$ cat src/rtl/imc_pkg.sv
package imc_pkg;
  // request line indices double as vector codes; higher index wins
  localparam int unsigned NUM_LINES = 5;
  localparam int unsigned VEC_W     = $clog2(NUM_LINES);
  localparam int unsigned MASK_W    = 3;   // restart 5.5, 6.5, 7.5
  localparam int unsigned MSE_BIT   = 3;   // mask-set-enable bit of the write
  localparam int unsigned SIM_W     = MSE_BIT + 1;
  localparam int unsigned STAT_W    = MASK_W + 1 + 4;

  typedef enum logic [VEC_W-1:0] {
    SRC_INTR = 3'd0,
    SRC_R55  = 3'd1,
    SRC_R65  = 3'd2,
    SRC_R75  = 3'd3,
    SRC_TRAP = 3'd4
  } src_e;
endpackage

$ cat src/rtl/imc_line_sampler.sv
module imc_line_sampler #(
  parameter int unsigned W = imc_pkg::NUM_LINES
) (
  input  logic         clk,
  input  logic         rst_n,
  input  logic [W-1:0] raw_i,
  output logic [W-1:0] lvl_o,
  output logic [W-1:0] rise_o
);
  logic [W-1:0] prev_q;

  generate
    for (genvar g = 0; g < W; g++) begin : g_line
      always_ff @(posedge clk or negedge rst_n) begin
        if (!rst_n) begin
          lvl_o[g]  <= 1'b0;
          prev_q[g] <= 1'b0;
        end else begin
          lvl_o[g]  <= raw_i[g];
          prev_q[g] <= lvl_o[g];
        end
      end

      assign rise_o[g] = lvl_o[g] & ~prev_q[g];

      AST_RISE_SINGLE: assert property (@(posedge clk) disable iff (!rst_n) rise_o[g] |=> !rise_o[g]);
    end
  endgenerate
endmodule

$ cat src/rtl/imc_mask_enable.sv
module imc_mask_enable #(
  parameter int unsigned MASK_W   = imc_pkg::MASK_W,
  parameter int unsigned MSE_BIT  = imc_pkg::MSE_BIT,
  parameter int unsigned SIM_W    = MSE_BIT + 1,
  parameter logic [MASK_W-1:0] MASK_RST = '1
) (
  input  logic              clk,
  input  logic              rst_n,
  input  logic              ei_stb_i,
  input  logic              di_stb_i,
  input  logic              sim_stb_i,
  input  logic [SIM_W-1:0]  sim_data_i,
  input  logic              accept_maskable_i,
  output logic              ie_o,
  output logic [MASK_W-1:0] mask_o
);
  logic arm_q;
  logic ie_q;
  logic [MASK_W-1:0] mask_q;
  logic mask_load;

  // enable takes hold one cycle after its strobe (one instruction later)
  always_ff @(posedge clk or negedge rst_n) begin
    if (!rst_n) arm_q <= 1'b0;
    else        arm_q <= ei_stb_i & ~di_stb_i;
  end

  // disable beats a completing enable; a completing enable beats acceptance
  always_ff @(posedge clk or negedge rst_n) begin
    if (!rst_n)                 ie_q <= 1'b0;
    else if (di_stb_i)          ie_q <= 1'b0;
    else if (arm_q)             ie_q <= 1'b1;
    else if (accept_maskable_i) ie_q <= 1'b0;
  end

  assign mask_load = sim_stb_i & sim_data_i[MSE_BIT];

  always_ff @(posedge clk or negedge rst_n) begin
    if (!rst_n)         mask_q <= MASK_RST;
    else if (mask_load) mask_q <= sim_data_i[MASK_W-1:0];
  end

  assign ie_o   = ie_q;
  assign mask_o = mask_q;

  AST_SIM_NO_MSE: assert property (@(posedge clk) disable iff (!rst_n) (sim_stb_i && !sim_data_i[MSE_BIT]) |=> $stable(mask_q));
  AST_SIM_LOAD: assert property (@(posedge clk) disable iff (!rst_n) (sim_stb_i && sim_data_i[MSE_BIT]) |=> (mask_q == $past(sim_data_i[MASK_W-1:0])));
  AST_EI_DELAY: assert property (@(posedge clk) disable iff (!rst_n) (arm_q && !di_stb_i) |=> ie_q);
  AST_DI_CLEARS: assert property (@(posedge clk) disable iff (!rst_n) di_stb_i |=> !ie_q);
  AST_ACCEPT_DROPS_IE: assert property (@(posedge clk) disable iff (!rst_n) (accept_maskable_i && !arm_q) |=> !ie_q);
endmodule

$ cat src/rtl/imc_pending.sv
module imc_pending #(
  parameter int unsigned W = imc_pkg::NUM_LINES
) (
  input  logic         clk,
  input  logic         rst_n,
  input  logic [W-1:0] lvl_i,
  input  logic [W-1:0] rise_i,
  input  logic         clr_trap_i,
  input  logic         clr_r75_i,
  output logic [W-1:0] pend_o,
  output logic         lat_trap_o,
  output logic         lat_r75_o
);
  import imc_pkg::*;

  logic lat_trap_q;
  logic lat_r75_q;

  // a fresh edge wins over a clear in the same cycle
  always_ff @(posedge clk or negedge rst_n) begin
    if (!rst_n)                    lat_r75_q <= 1'b0;
    else if (rise_i[SRC_R75])      lat_r75_q <= 1'b1;
    else if (clr_r75_i)            lat_r75_q <= 1'b0;
  end

  always_ff @(posedge clk or negedge rst_n) begin
    if (!rst_n)                    lat_trap_q <= 1'b0;
    else if (rise_i[SRC_TRAP])     lat_trap_q <= 1'b1;
    else if (clr_trap_i)           lat_trap_q <= 1'b0;
  end

  always_comb begin
    pend_o           = lvl_i;
    pend_o[SRC_R75]  = lat_r75_q;
    pend_o[SRC_TRAP] = lat_trap_q & lvl_i[SRC_TRAP];
  end

  assign lat_trap_o = lat_trap_q;
  assign lat_r75_o  = lat_r75_q;

  AST_R75_HOLDS: assert property (@(posedge clk) disable iff (!rst_n) (lat_r75_q && !clr_r75_i) |=> lat_r75_q);
  AST_TRAP_HOLDS: assert property (@(posedge clk) disable iff (!rst_n) (lat_trap_q && !clr_trap_i) |=> lat_trap_q);
endmodule

$ cat src/rtl/imc_arbiter.sv
module imc_arbiter #(
  parameter int unsigned W      = imc_pkg::NUM_LINES,
  parameter int unsigned MASK_W = imc_pkg::MASK_W,
  parameter int unsigned VEC_W  = imc_pkg::VEC_W
) (
  input  logic              clk,
  input  logic              rst_n,
  input  logic [W-1:0]      pend_i,
  input  logic [MASK_W-1:0] mask_i,
  input  logic              ie_i,
  input  logic              ready_i,
  output logic              valid_o,
  output logic [VEC_W-1:0]  vec_o,
  output logic              accept_o,
  output logic              accept_trap_o,
  output logic              accept_r75_o,
  output logic              accept_maskable_o
);
  import imc_pkg::*;

  logic [W-1:0]     elig;
  logic             any_elig;
  logic [VEC_W-1:0] win;
  logic             valid_q;
  logic [VEC_W-1:0] vec_q;

  generate
    for (genvar g = 0; g < W; g++) begin : g_elig
      if (g == int'(SRC_TRAP)) begin : g_nmi
        assign elig[g] = pend_i[g];
      end else if (g == int'(SRC_INTR)) begin : g_gen
        assign elig[g] = pend_i[g] & ie_i;
      end else begin : g_rst
        assign elig[g] = pend_i[g] & ie_i & ~mask_i[g-1];
      end
    end
  endgenerate

  // fixed priority: the highest index present wins
  always_comb begin
    win = '0;
    for (int i = 0; i < W; i++) begin
      if (elig[i]) win = VEC_W'(i);
    end
  end

  assign any_elig = |elig;
  assign accept_o = valid_q & ready_i;

  // the offer is committed: held until taken, then one idle cycle
  always_ff @(posedge clk or negedge rst_n) begin
    if (!rst_n) begin
      valid_q <= 1'b0;
      vec_q   <= '0;
    end else if (accept_o) begin
      valid_q <= 1'b0;
    end else if (!valid_q && any_elig) begin
      valid_q <= 1'b1;
      vec_q   <= win;
    end
  end

  assign valid_o           = valid_q;
  assign vec_o             = vec_q;
  assign accept_trap_o     = accept_o & (vec_q == SRC_TRAP);
  assign accept_r75_o      = accept_o & (vec_q == SRC_R75);
  assign accept_maskable_o = accept_o & (vec_q != SRC_TRAP);

  AST_OFFER_HELD: assert property (@(posedge clk) disable iff (!rst_n) (valid_q && !ready_i) |=> (valid_q && $stable(vec_q)));
  AST_GAP_AFTER_ACCEPT: assert property (@(posedge clk) disable iff (!rst_n) accept_o |=> !valid_q);
  AST_TRAP_UNBLOCKED: assert property (@(posedge clk) disable iff (!rst_n) (!valid_q && pend_i[SRC_TRAP]) |=> (valid_q && vec_q == SRC_TRAP));
  AST_DISABLED_QUIET: assert property (@(posedge clk) disable iff (!rst_n) (!valid_q && !ie_i && !pend_i[SRC_TRAP]) |=> !valid_q);
endmodule

$ cat src/rtl/int_mask_ctrl.sv
module int_mask_ctrl #(
  parameter int unsigned NUM_LINES = imc_pkg::NUM_LINES,
  parameter int unsigned MASK_W    = imc_pkg::MASK_W,
  parameter int unsigned MSE_BIT   = imc_pkg::MSE_BIT,
  parameter int unsigned SIM_W     = MSE_BIT + 1,
  parameter int unsigned VEC_W     = $clog2(NUM_LINES),
  parameter int unsigned STAT_W    = MASK_W + 1 + 4
) (
  input  logic              clk,
  input  logic              rst_n,
  input  logic              trap_i,
  input  logic              rst75_i,
  input  logic              rst65_i,
  input  logic              rst55_i,
  input  logic              intr_i,
  input  logic              ei_stb_i,
  input  logic              di_stb_i,
  input  logic              sim_stb_i,
  input  logic [SIM_W-1:0]  sim_data_i,
  output logic              irq_valid_o,
  input  logic              irq_ready_i,
  output logic [VEC_W-1:0]  irq_vec_o,
  output logic [STAT_W-1:0] status_o
);
  import imc_pkg::*;

  logic [NUM_LINES-1:0] raw;
  logic [NUM_LINES-1:0] lvl;
  logic [NUM_LINES-1:0] rise;
  logic [NUM_LINES-1:0] pend;
  logic [MASK_W-1:0]    mask;
  logic                 ie;
  logic                 lat_trap;
  logic                 lat_r75;
  logic                 acc_any;
  logic                 acc_trap;
  logic                 acc_r75;
  logic                 acc_mask;

  always_comb begin
    raw           = '0;
    raw[SRC_INTR] = intr_i;
    raw[SRC_R55]  = rst55_i;
    raw[SRC_R65]  = rst65_i;
    raw[SRC_R75]  = rst75_i;
    raw[SRC_TRAP] = trap_i;
  end

  imc_line_sampler #(.W(NUM_LINES)) u_sample (
    .clk    (clk),
    .rst_n  (rst_n),
    .raw_i  (raw),
    .lvl_o  (lvl),
    .rise_o (rise)
  );

  imc_mask_enable #(.MASK_W(MASK_W), .MSE_BIT(MSE_BIT), .SIM_W(SIM_W)) u_mask (
    .clk               (clk),
    .rst_n             (rst_n),
    .ei_stb_i          (ei_stb_i),
    .di_stb_i          (di_stb_i),
    .sim_stb_i         (sim_stb_i),
    .sim_data_i        (sim_data_i),
    .accept_maskable_i (acc_mask),
    .ie_o              (ie),
    .mask_o            (mask)
  );

  imc_pending #(.W(NUM_LINES)) u_pend (
    .clk        (clk),
    .rst_n      (rst_n),
    .lvl_i      (lvl),
    .rise_i     (rise),
    .clr_trap_i (acc_trap),
    .clr_r75_i  (acc_r75),
    .pend_o     (pend),
    .lat_trap_o (lat_trap),
    .lat_r75_o  (lat_r75)
  );

  imc_arbiter #(.W(NUM_LINES), .MASK_W(MASK_W), .VEC_W(VEC_W)) u_arb (
    .clk               (clk),
    .rst_n             (rst_n),
    .pend_i            (pend),
    .mask_i            (mask),
    .ie_i              (ie),
    .ready_i           (irq_ready_i),
    .valid_o           (irq_valid_o),
    .vec_o             (irq_vec_o),
    .accept_o          (acc_any),
    .accept_trap_o     (acc_trap),
    .accept_r75_o      (acc_r75),
    .accept_maskable_o (acc_mask)
  );

  assign status_o = {lat_trap, lat_r75, lvl[SRC_R65], lvl[SRC_R55], ie, mask};

  AST_TRAP_KEEPS_IE: assert property (@(posedge clk) disable iff (!rst_n) (acc_any && acc_trap && !di_stb_i) |=> (ie == $past(ie) || $past(u_mask.arm_q)));
  AST_MASK_KEEPS_PENDING: assert property (@(posedge clk) disable iff (!rst_n) (lat_r75 && mask[2] && !acc_r75) |=> lat_r75);
endmodule

$ cat config.mk
export PLATFORM = sky130hd
export DESIGN_NAME = int_mask_ctrl
export DESIGN_NICKNAME = d
export VERILOG_FILES = /design/src/rtl/imc_pkg.sv /design/src/rtl/imc_line_sampler.sv /design/src/rtl/imc_mask_enable.sv /design/src/rtl/imc_pending.sv /design/src/rtl/imc_arbiter.sv /design/src/rtl/int_mask_ctrl.sv
export SDC_FILE = /design/constraint.sdc
export NUM_CORES = 1
export LEC_CHECK = 0
export CORE_MARGIN = 5
export CORE_UTILIZATION = 42
export CTS_CLUSTER_DIAMETER = 50
export DETAILED_ROUTE_END_ITERATION = 12
export HOLD_SLACK_MARGIN = 0.08
export PLACE_DENSITY = 0.79
export SLEW_MARGIN = 20
export SYNTH_ARGS = -nofsm -noshare
export SYNTH_HDL_FRONTEND = slang
export SYNTH_SLANG_ARGS = --single-unit
$ cat constraint.sdc
create_clock -name clk -period 1.5 [get_ports clk]
set_input_delay 0.225 -clock clk [delete_from_list [all_inputs] [get_ports clk]]
set_output_delay 0.225 -clock clk [all_outputs]
set_load 0.05 [all_outputs]
==> run metrics, run 1 <==
outcome=finished, final reports clean; fin util=65.7%; post-CTS sizing=0; CTS Buf Count=3; Yosys Warn Count=0; syn avg cell area=12.3 µm²; post-route ant nets=0; Final GP Congestion=0.871; largest net degree at the start of global routing=19; synth-to-layout area growth=52.7%; top cell type by total area after synthesis=dfrtp_1; Finished Layout Cells=102; slew of the pin with the lowest slew margin=0.305 ns; register bit total from synthesis=18; Max Clk Rate=792 MHz; final wirelength=1320 µm; Synth Cell Area=727 µm²; clk slew on worst S/H paths=0.10 ns; Distinct cells, synth=25; syn nets=74; Crit. End Element=primary output; VDD IR-drop max=801 µV; first-pass GRT wire length=2260 µm; DP HPWL=1100 µm; fin crit period=1.26 ns; TritonCTS clock tree=built; Post-CTS Setup Repair Bufs=0; Fillers=142; Synth Instances=59; Die W=51.6 µm; Data required, critical path=1.27 ns; clk sinks=18; number of inserted diodes=0; slowest cell on the critical path=dfstp_2; synth top area cells=dfrtp_1, dfstp_2, buf_4; placed cells=98; DRC violations left=0; post-synthesis sequential area ratio=62.5%; RSZ-0062 raised after global routing=false; Worst R2R Setup Slack=0.33 ns; post-synth top area share=51.6%; Worst-Skew Late Latency=0.28 ns; slowest cell delay on critical path=0.60 ns; DR vias/cell=5.06; via count=516; CP Class=flop to primary output; total global-route track usage=11.8%; worst path bufs/invs=1; worst-path fanout max=3; design area=0.00111 mm²; initial core utilization=43.0%; cells along the critical path=buf_12; share of cells above drive strength 1=34.1%; Top Ports=27; Critical Path AT=1.04 ns; DR pass1 iterations=4; Final Setup Violations=0; Iteration-0 DRC Markers=13; Root Buffer=clkbuf_4; Final Net Count=101; Final Cycle Share=84.1%; port buffer count=26; CP delay by family, top=flip-flops; Die Span Y=51.6 µm; placed cell area=0.00107 mm²; core footprint=0.00169 mm²; H-tree levels=1; power density over cell area=1680 mW/mm²; Max Slew Vio Count=0; Cell Rows=15; # Max-Cap Violations=0; vias in the first global route=506; Fin. Hold Viols=0; DR WL/cell=12.9 µm; die footprint=0.00266 mm²; clock skew=0.00228 ns; Longest Clk Path Bufs=2; Hold Path Class=input pin to async pin; Rel. slew slack=79.7%; setup tns final=0 ns; Worst setup SP type=flop; total gr overflow=0; initial antenna violation count=0; Leak=0.494 nW; Hold-fix buffers, CTS=0
synthesized netlist by cell type (all sizes together):
master	count
dfrtp	15
buf	5
inv	5
nor2b	4
o21ai	4
dfstp	3
mux2	3
nand2	3
o22ai	3
a21oi	2
nand3	2
nor2	2
a22o	1
a31oi	1
and2b	1
clkinv	1
nand3b	1
nor3	1
o21a	1
o41ai	1
placed cells by master (no fill, tap or decap), types with 2 or more instances in the layout:
cell / count
nand2_1: 2
dfrtp_1: 15
a21oi_1: 2
o22ai_1: 3
inv_1: 5
buf_12: 10
mux2_2: 3
clkbuf_4: 3
dfstp_2: 3
clkdlybuf4s50_1: 14
buf_4: 3
nand3_1: 2
o21ai_2: 2
nor2_1: 2
nor2b_1: 2
kinds of logic after synthesis:
group / after synthesis / synth area share, %
multiplexers: 3 / 4.65
flip-flops: 18 / 62.5
AND/OR/NAND/NOR: 14 / 12.6
buffers and inverters: 11 / 8.26
AO/OA/AOI/OAI: 13 / 12.0
layout make-up:
type / count / area, µm² / area share, %
inverter: 6 / 22.5 / 2.03
clock buffer: 4 / 36.3 / 3.27
multi-input combinational: 30 / 213 / 19.2
sequential: 18 / 454 / 40.9
tap: 17 / 21.3 / 1.92
timing repair buffer: 27 / 363 / 32.7
state kept, by name, indices dropped and copies added, names as in the netlist:
signal	cells
u_mask.ie_o	1
u_sample.prev_q	2
u_pend.lat_r75_o	1
u_sample.lvl_o	5
u_mask.mask_o	3
u_mask.arm_q	1
u_arb.valid_o	1
u_arb.vec_o	3
u_pend.lat_trap_o	1
power by group:
group / total (W) / switching [W] / leakage, nW / internal [W]
Clock: 0.000289 / 0.000142 / 0.0210 / 0.000148
Sequential: 0.000717 / 0.000134 / 0.208 / 0.000583
Combinational: 0.000857 / 0.000435 / 0.264 / 0.000423
through the flow:
step                      hold slack, ns  power [W]  setup slack [ns]
after floorplan                  -0.0706    0.00116             0.155
after global placement             0.358    0.00158             0.263
after detailed placement           0.366    0.00160             0.217
after CTS                          0.254    0.00189             0.227
after global routing               0.252    0.00197             0.198
final                              0.253    0.00186             0.238
layer usage:
layer | track usage [%] | wire, µm | up-vias
met3 | 3.15 | 77 | 4
met5 | 0 | 0 | -
li1 | - | - | 248
met2 | 19.7 | 686 | 21
met4 | 7.86 | 34 | 0
met1 | 13.1 | 519 | 243
final timing paths:
check / start / endpoint / cells after the start
max: u_mask.mask_o[2]$_DFFE_PN1P_ / status_o[2] / 1
min: rst_n / u_arb.vec_o[0]$_DFFE_PN0P_ / 2
max reg2reg: u_mask.mask_o[0]$_DFFE_PN1P_ / u_arb.valid_o$_DFFE_PN0P_ / 4
min reg2reg: u_sample.lvl_o[3]$_DFF_PN0_ / u_sample.prev_q[3]$_DFF_PN0_ / 0
max in group asynchronous: rst_n / u_mask.mask_o[0]$_DFFE_PN1P_ / 2
min in group clk: intr_i / u_sample.lvl_o[0]$_DFF_PN0_ / 1
(Power assumes the default switching activity.)
==> run 2: changes to the inputs <==
==> constraint.sdc (replaced) <==
create_clock -name clk -period 1.3 [get_ports clk]
set_input_delay 0.195 -clock clk [delete_from_list [all_inputs] [get_ports clk]]
set_output_delay 0.195 -clock clk [all_outputs]
set_load 0.05 [all_outputs]
==> run metrics, run 2 (synthesis results as in run 1) <==
outcome=finished, final reports clean; Crit. End Element=primary output; Fin. Hold Viols=0 (unchanged); Root Buffer=clkbuf_4; placed cell area=0.00111 mm² (+3.8%); setup tns final=0 ns (unchanged); worst-path fanout max=3 (unchanged); via count=526 (+1.9%); Cell Rows=15 (unchanged); CP Class=flop to primary output; worst setup path startpoint=u_mask.mask_o[2]$_DFFE_PN1P_; Worst-Skew Late Latency=0.28 ns (about the same); vias in the first global route=576 (+14%); Post-CTS Setup Repair Bufs=0 (unchanged); power density over cell area=1860 mW/mm² (+10%); Die W=51.6 µm (unchanged); total gr overflow=0 (unchanged); CP delay by family, top=flip-flops; clk sinks=18 (unchanged); Final GP Congestion=0.891 (+2.3%); slowest cell delay on critical path=0.60 ns (about the same); Final WS setup=0.0727 ns (-0.165 ns); CTS Buf Count=3 (unchanged); Leak=0.505 nW (+2.2%); slowest cell on the critical path=dfstp_2; core footprint=0.00169 mm² (unchanged); RSZ-0062 raised after global routing=false; Final Cycle Share=94.4%; Rel. slew slack=79.6% (about the same); Worst R2R Setup Slack=0.12 ns (-0.21 ns); total global-route track usage=12.6% (+0.76 points); largest net degree at the start of global routing=19 (unchanged); WL met3=103 µm (+34%); Max Slew Vio Count=0 (unchanged); fin crit period=1.23 ns; DR vias/cell=5.06 (about the same); clock skew=0.00221 ns (-0.0000682 ns); VDD IR-drop max=893 µV (+11%); Longest Clk Path Bufs=2 (unchanged); Top Ports=27 (unchanged); number of inserted diodes=0 (unchanged); post-CTS sizing=0 (unchanged); # Max-Cap Violations=0 (unchanged); Die Span Y=51.6 µm (unchanged); final wirelength=1380 µm (+4.9%); Data required, critical path=1.11 ns (-0.16 ns); DRC violations left=0 (unchanged); cells along the critical path=buf_12; Hold Path Class=input pin to async pin; design area=0.00114 mm² (+2.8%); initial antenna violation count=0 (unchanged); WHS=0.228 ns (-0.0249 ns); R2R cell count=4 (unchanged); Critical Path AT=1.03 ns (about the same); Hold-fix buffers, CTS=0 (unchanged); clk slew on worst S/H paths=0.10 ns (about the same); share of cells above drive strength 1=35.6% (+1.5 points); reg2reg end=u_arb.valid_o$_DFFE_PN0P_; Final Net Count=103 (+2.0%); synth-to-layout area growth=57.0%; slew of the pin with the lowest slew margin=0.306 ns (+0.000718 ns); TritonCTS clock tree=built; DR pass1 iterations=4 (unchanged); DR WL/cell=13.3 µm (+2.9%); worst path bufs/invs=1 (unchanged); initial core utilization=43.0% (unchanged); Largest register FFs=5 (unchanged); DP HPWL=1140 µm (+3.2%); die footprint=0.00266 mm² (unchanged); Worst setup SP type=flop; total power=0.00212 W (+14%); post-route ant nets=0 (unchanged); DR top layer=met4; first-pass GRT wire length=2450 µm (+8.6%); CP Depth=1 (unchanged); Iteration-0 DRC Markers=9 (-4); most frequent cells in the layout=clkdlybuf4s50_1, dfrtp_1, buf_12; M1 wire length=511 µm (-1.5%); register name with the most flops=u_sample.lvl_o; Final Setup Violations=0 (unchanged); reg2reg start=u_mask.mask_o[0]$_DFFE_PN1P_; H-tree levels=1 (unchanged); Max Clk Rate=815 MHz; port buffer count=26 (unchanged); routed wl met2=740 µm (+7.9%); pre-CTS setup slack=0.00977 ns (-0.207 ns)
==> run 2: cell count changes in the layout (fill, tap and decap cells not counted), sizes merged <==
cell,previous run,this run
buf,13,15
==> run 2: power breakdown <==
group	leakage (nW)	switching, W	internal, W
Combinational	0.283	0.000509	0.000503
Sequential	0.207	0.000153	0.000676
Clock	0.0150	0.000157	0.000119
Total	0.505	0.000820	0.00130
==> run 2: metrics by stage <==
| stage | instances | util, % |
|---|---|---|
| finish | 104 | 67.6 |
| global route | 104 | 67.6 |
| CTS | 104 | 67.6 |
| detailed placement | 100 | 66.0 |
| global placement | 100 | 66.0 |
| floorplan | 59 | - |
==> run 2: cell type report <==
class | count | area [µm²]
inverter | 6 | 22.5
tap | 17 | 21.3
clock buffer | 4 | 26.3
multi-input combinational | 30 | 213
timing repair buffer | 29 | 403
fill | 130 | 548
sequential | 18 | 455
==> run 2: per-layer routing <==
metal | vias to the layer above | global-route usage [%]
met4 | 0 | 6.99
li1 | 255 | -
met1 | 246 | 13.7
met2 | 21 | 21.4
met3 | 4 | 4.01
met5 | - | 0
==> run 2: worst max path at each step <==
| stage | endpoint |
|---|---|
| after global placement | u_pend.lat_r75_o$_DFFE_PN0P_ |
| final | status_o[2] |
| after CTS | status_o[2] |
| after floorplan | u_pend.lat_r75_o$_DFFE_PN0P_ |
| after detailed placement | u_pend.lat_r75_o$_DFFE_PN0P_ |
| after global routing | status_o[2] |
==> run 3: changes to the inputs <==
--- a/config.mk
+++ b/config.mk
@@ -5,12 +5,14 @@
 export SDC_FILE = /design/constraint.sdc
 export NUM_CORES = 1
 export LEC_CHECK = 0
+export ABC_AREA = 1
 export CORE_MARGIN = 5
 export CORE_UTILIZATION = 42
 export CTS_CLUSTER_DIAMETER = 50
 export DETAILED_ROUTE_END_ITERATION = 12
 export HOLD_SLACK_MARGIN = 0.08
-export PLACE_DENSITY = 0.79
+export PLACE_DENSITY = 0.8
+export RECOVER_POWER = 100
 export SLEW_MARGIN = 20
 export SYNTH_ARGS = -nofsm -noshare
 export SYNTH_HDL_FRONTEND = slang
==> run metrics, run 3 <==
sequential power share=42.4% (+3.2 points); WHS=0.343 ns (+0.115 ns); Post-synth EDFFs=0 (unchanged); WL met3=71 µm (-31%); Distinct cells, synth=16 (-36%); post-synthesis sequential area ratio=62.7% (+0.22 points); register bit total from synthesis=18 (unchanged); die footprint=0.00266 mm² (-0.29%); syn avg cell area=10.1 µm² (-18%); Final WS setup=0.0430 ns (-0.0297 ns); setup tns final=0 ns (unchanged); Die Span Y=51.5 µm (-0.15%); outcome=finished, final reports clean; DR top layer=met4; share of cells above drive strength 1=26.5% (-9.1 points); Post-CTS Setup Repair Bufs=0 (unchanged); Data required, critical path=1.11 ns (about the same); VDD IR-drop max=894 µV (about the same); Critical Path AT=1.06 ns (+0.03 ns); Synth Cell Area=724 µm² (-0.34%); CP delay by family, top=flip-flops; DR pass1 iterations=2 (-2); Max Clk Rate=796 MHz (-2.4%); Largest register FFs=5 (unchanged); fin crit period=1.26 ns (+0.0297 ns); post-synth top area share=51.8% (+0.18 points); fin util=58.4% (-9.2 points); DP HPWL=1210 µm (+6.2%); Crit. End Element=primary output; slowest cell on the critical path=dfstp_2; initial antenna violation count=0 (unchanged); Cell Rows=15 (unchanged); Worst-Skew Late Latency=0.30 ns (+0.02 ns); pre-CTS setup slack=0.0628 ns (+0.0530 ns); Internal=0.00103 W (-21%); Leak=0.472 nW (-6.4%); Top Ports=27 (unchanged); total global-route track usage=13.5% (+0.94 points); total gr overflow=0 (unchanged); clk sinks=18 (unchanged); number of inserted diodes=0 (unchanged); CP Class=flop to primary output; Worst setup SP type=flop; TritonCTS clock tree=built; RSZ-0062 raised after global routing=false; DRC violations left=0 (unchanged); Iteration-0 DRC Markers=6 (-3); synth-to-layout area growth=36.1%; slowest cell delay on critical path=0.56 ns (-0.04 ns); Final Setup Violations=0 (unchanged); slew of the pin with the lowest slew margin=0.433 ns (+0.127 ns); clock skew=0.00476 ns (+0.00255 ns); Async S/R FF share, synth=100% (unchanged); post-route ant nets=0 (unchanged); # Max-Cap Violations=0 (unchanged); DR WL/cell=13.1 µm (-1.3%); register name with the most flops=u_sample.lvl_o; routed wl met2=796 µm (+7.6%); Sw Share=42.6% (+3.9 points); worst path bufs/invs=1 (unchanged); Final Net Count=114 (+11%); worst-path fanout max=3 (unchanged); Rel. slew slack=71.1% (-8.5 points); final wirelength=1510 µm (+9.1%); Max Slew Vio Count=0 (unchanged); top cell type by total area after synthesis=dfrtp_1; cells along the critical path=buf_4; Fin. Hold Viols=0 (unchanged); Die W=51.5 µm (-0.15%); Synth Flop Type=dfrtp_1; H-tree levels=1 (unchanged); Hold Path Class=input pin to async pin; M1 wire length=593 µm (+16%); Final GP Congestion=0.795 (-11%); clk slew on worst S/H paths=0.10 ns (about the same); vias in the first global route=567 (-1.6%); list of most frequent post-synthesis cells=nand2_1, dfrtp_1, nor2_1; Root Buffer=clkbuf_4; via count=555 (+5.5%); clock network power share=19.2% (+6.2 points); power density over cell area=1820 mW/mm² (-1.8%); most frequent cells in the layout=nand2_1, dfrtp_1, clkbuf_2; Longest Clk Path Bufs=2 (unchanged); Final Cycle Share=96.7% (+2.3 points); total power=0.00180 W (-15%); port buffer count=26 (unchanged); synth top area cells=dfrtp_1, dfstp_2, nand2_1; CTS Buf Count=3 (unchanged); core footprint=0.00169 mm² (unchanged); largest net degree at the start of global routing=19 (unchanged); Synth Instances=72 (+22%); cell with the most instances after synthesis=nand2_1; Switching Power=0.000765 W (-6.7%); most common cell after layout, fill and taps aside=nand2_1; first-pass GRT wire length=2530 µm (+3.4%); Gate power share=38.4% (-9.4 points); DR vias/cell=4.83 (-4.6%); syn nets=87 (+18%); initial core utilization=42.9% (-0.15 points); Yosys Warn Count=0 (unchanged)
[run 3: changes by cell type after synthesis, moves of 2 or more]
cell and delta:
nor2_1 +5, nor2_2 +2, o22ai_1 -3, o21ai_2 -2, nor2b_1 -2, mux2_2 -3, nand2_1 +16, o21ai_1 +3
mux2_1 +2
[run 3: what timing repair did]
action	CTS	global route
setup endpoints to repair	0	4
resized for setup	0	2
hold buffers	0	0
[run 3: routing by layer]
layer | GRT usage, % | vias to the layer above
met5 | 0 | -
met4 | 10.0 | 0
met3 | 2.87 | 8
met2 | 23.3 | 17
met1 | 14.3 | 255
li1 | - | 275
[run 3: layout make-up]
cell class	count	area, µm²
Clock buffer	4	36.3
Fill cell	133	703
Inverter	6	22.5
Multi-Input combinational cell	43	210
Sequential cell	18	455
Tap cell	17	21.3
Timing Repair Buffer	27	240
[run 3: power by group through the flow]
stage	logic [W]	registers (W)	clock network, W
finish	0.000690	0.000762	0.000344
global route	0.000750	0.000780	0.000380
CTS	0.000938	0.000807	0.000354
detailed placement	0.000936	0.000815	0
global placement	0.000921	0.000806	0
floorplan	0.000291	0.000975	0
[run 3: kinds of logic after synthesis]
logic type,synth area share [%]
AND/OR/NAND/NOR,20.7
multiplexers,3.11
AO/OA/AOI/OAI,5.18
flip-flops,62.7
buffers and inverters,8.29
[run 3: metrics by stage]
stage               area [µm²]  std cells
global placement          1100        111
finish                     986        115
CTS                       1130        115
floorplan                  724         72
global route               986        115
detailed placement        1100        111
[run 3: path summary, 6_finish.rpt]
path                            slack, ns  depth (start not counted)                      endpoint                          from
worst min register to register       0.38                          0  u_sample.prev_q[3]$_DFF_PN0_   u_sample.lvl_o[3]$_DFF_PN0_
worst min-delay path                 0.34                          2    u_arb.vec_o[1]$_DFFE_PN0P_                         rst_n
worst max register to register       0.14                          7    u_arb.vec_o[2]$_DFFE_PN0P_       u_mask.ie_o$_DFFE_PN0P_
min in group clk                     0.38                          0  u_sample.prev_q[3]$_DFF_PN0_   u_sample.lvl_o[3]$_DFF_PN0_
worst max-delay path                 0.04                          1                   status_o[0]  u_mask.mask_o[0]$_DFFE_PN1P_
max in group asynchronous            0.63                          2  u_mask.mask_o[0]$_DFFE_PN1P_                         rst_n
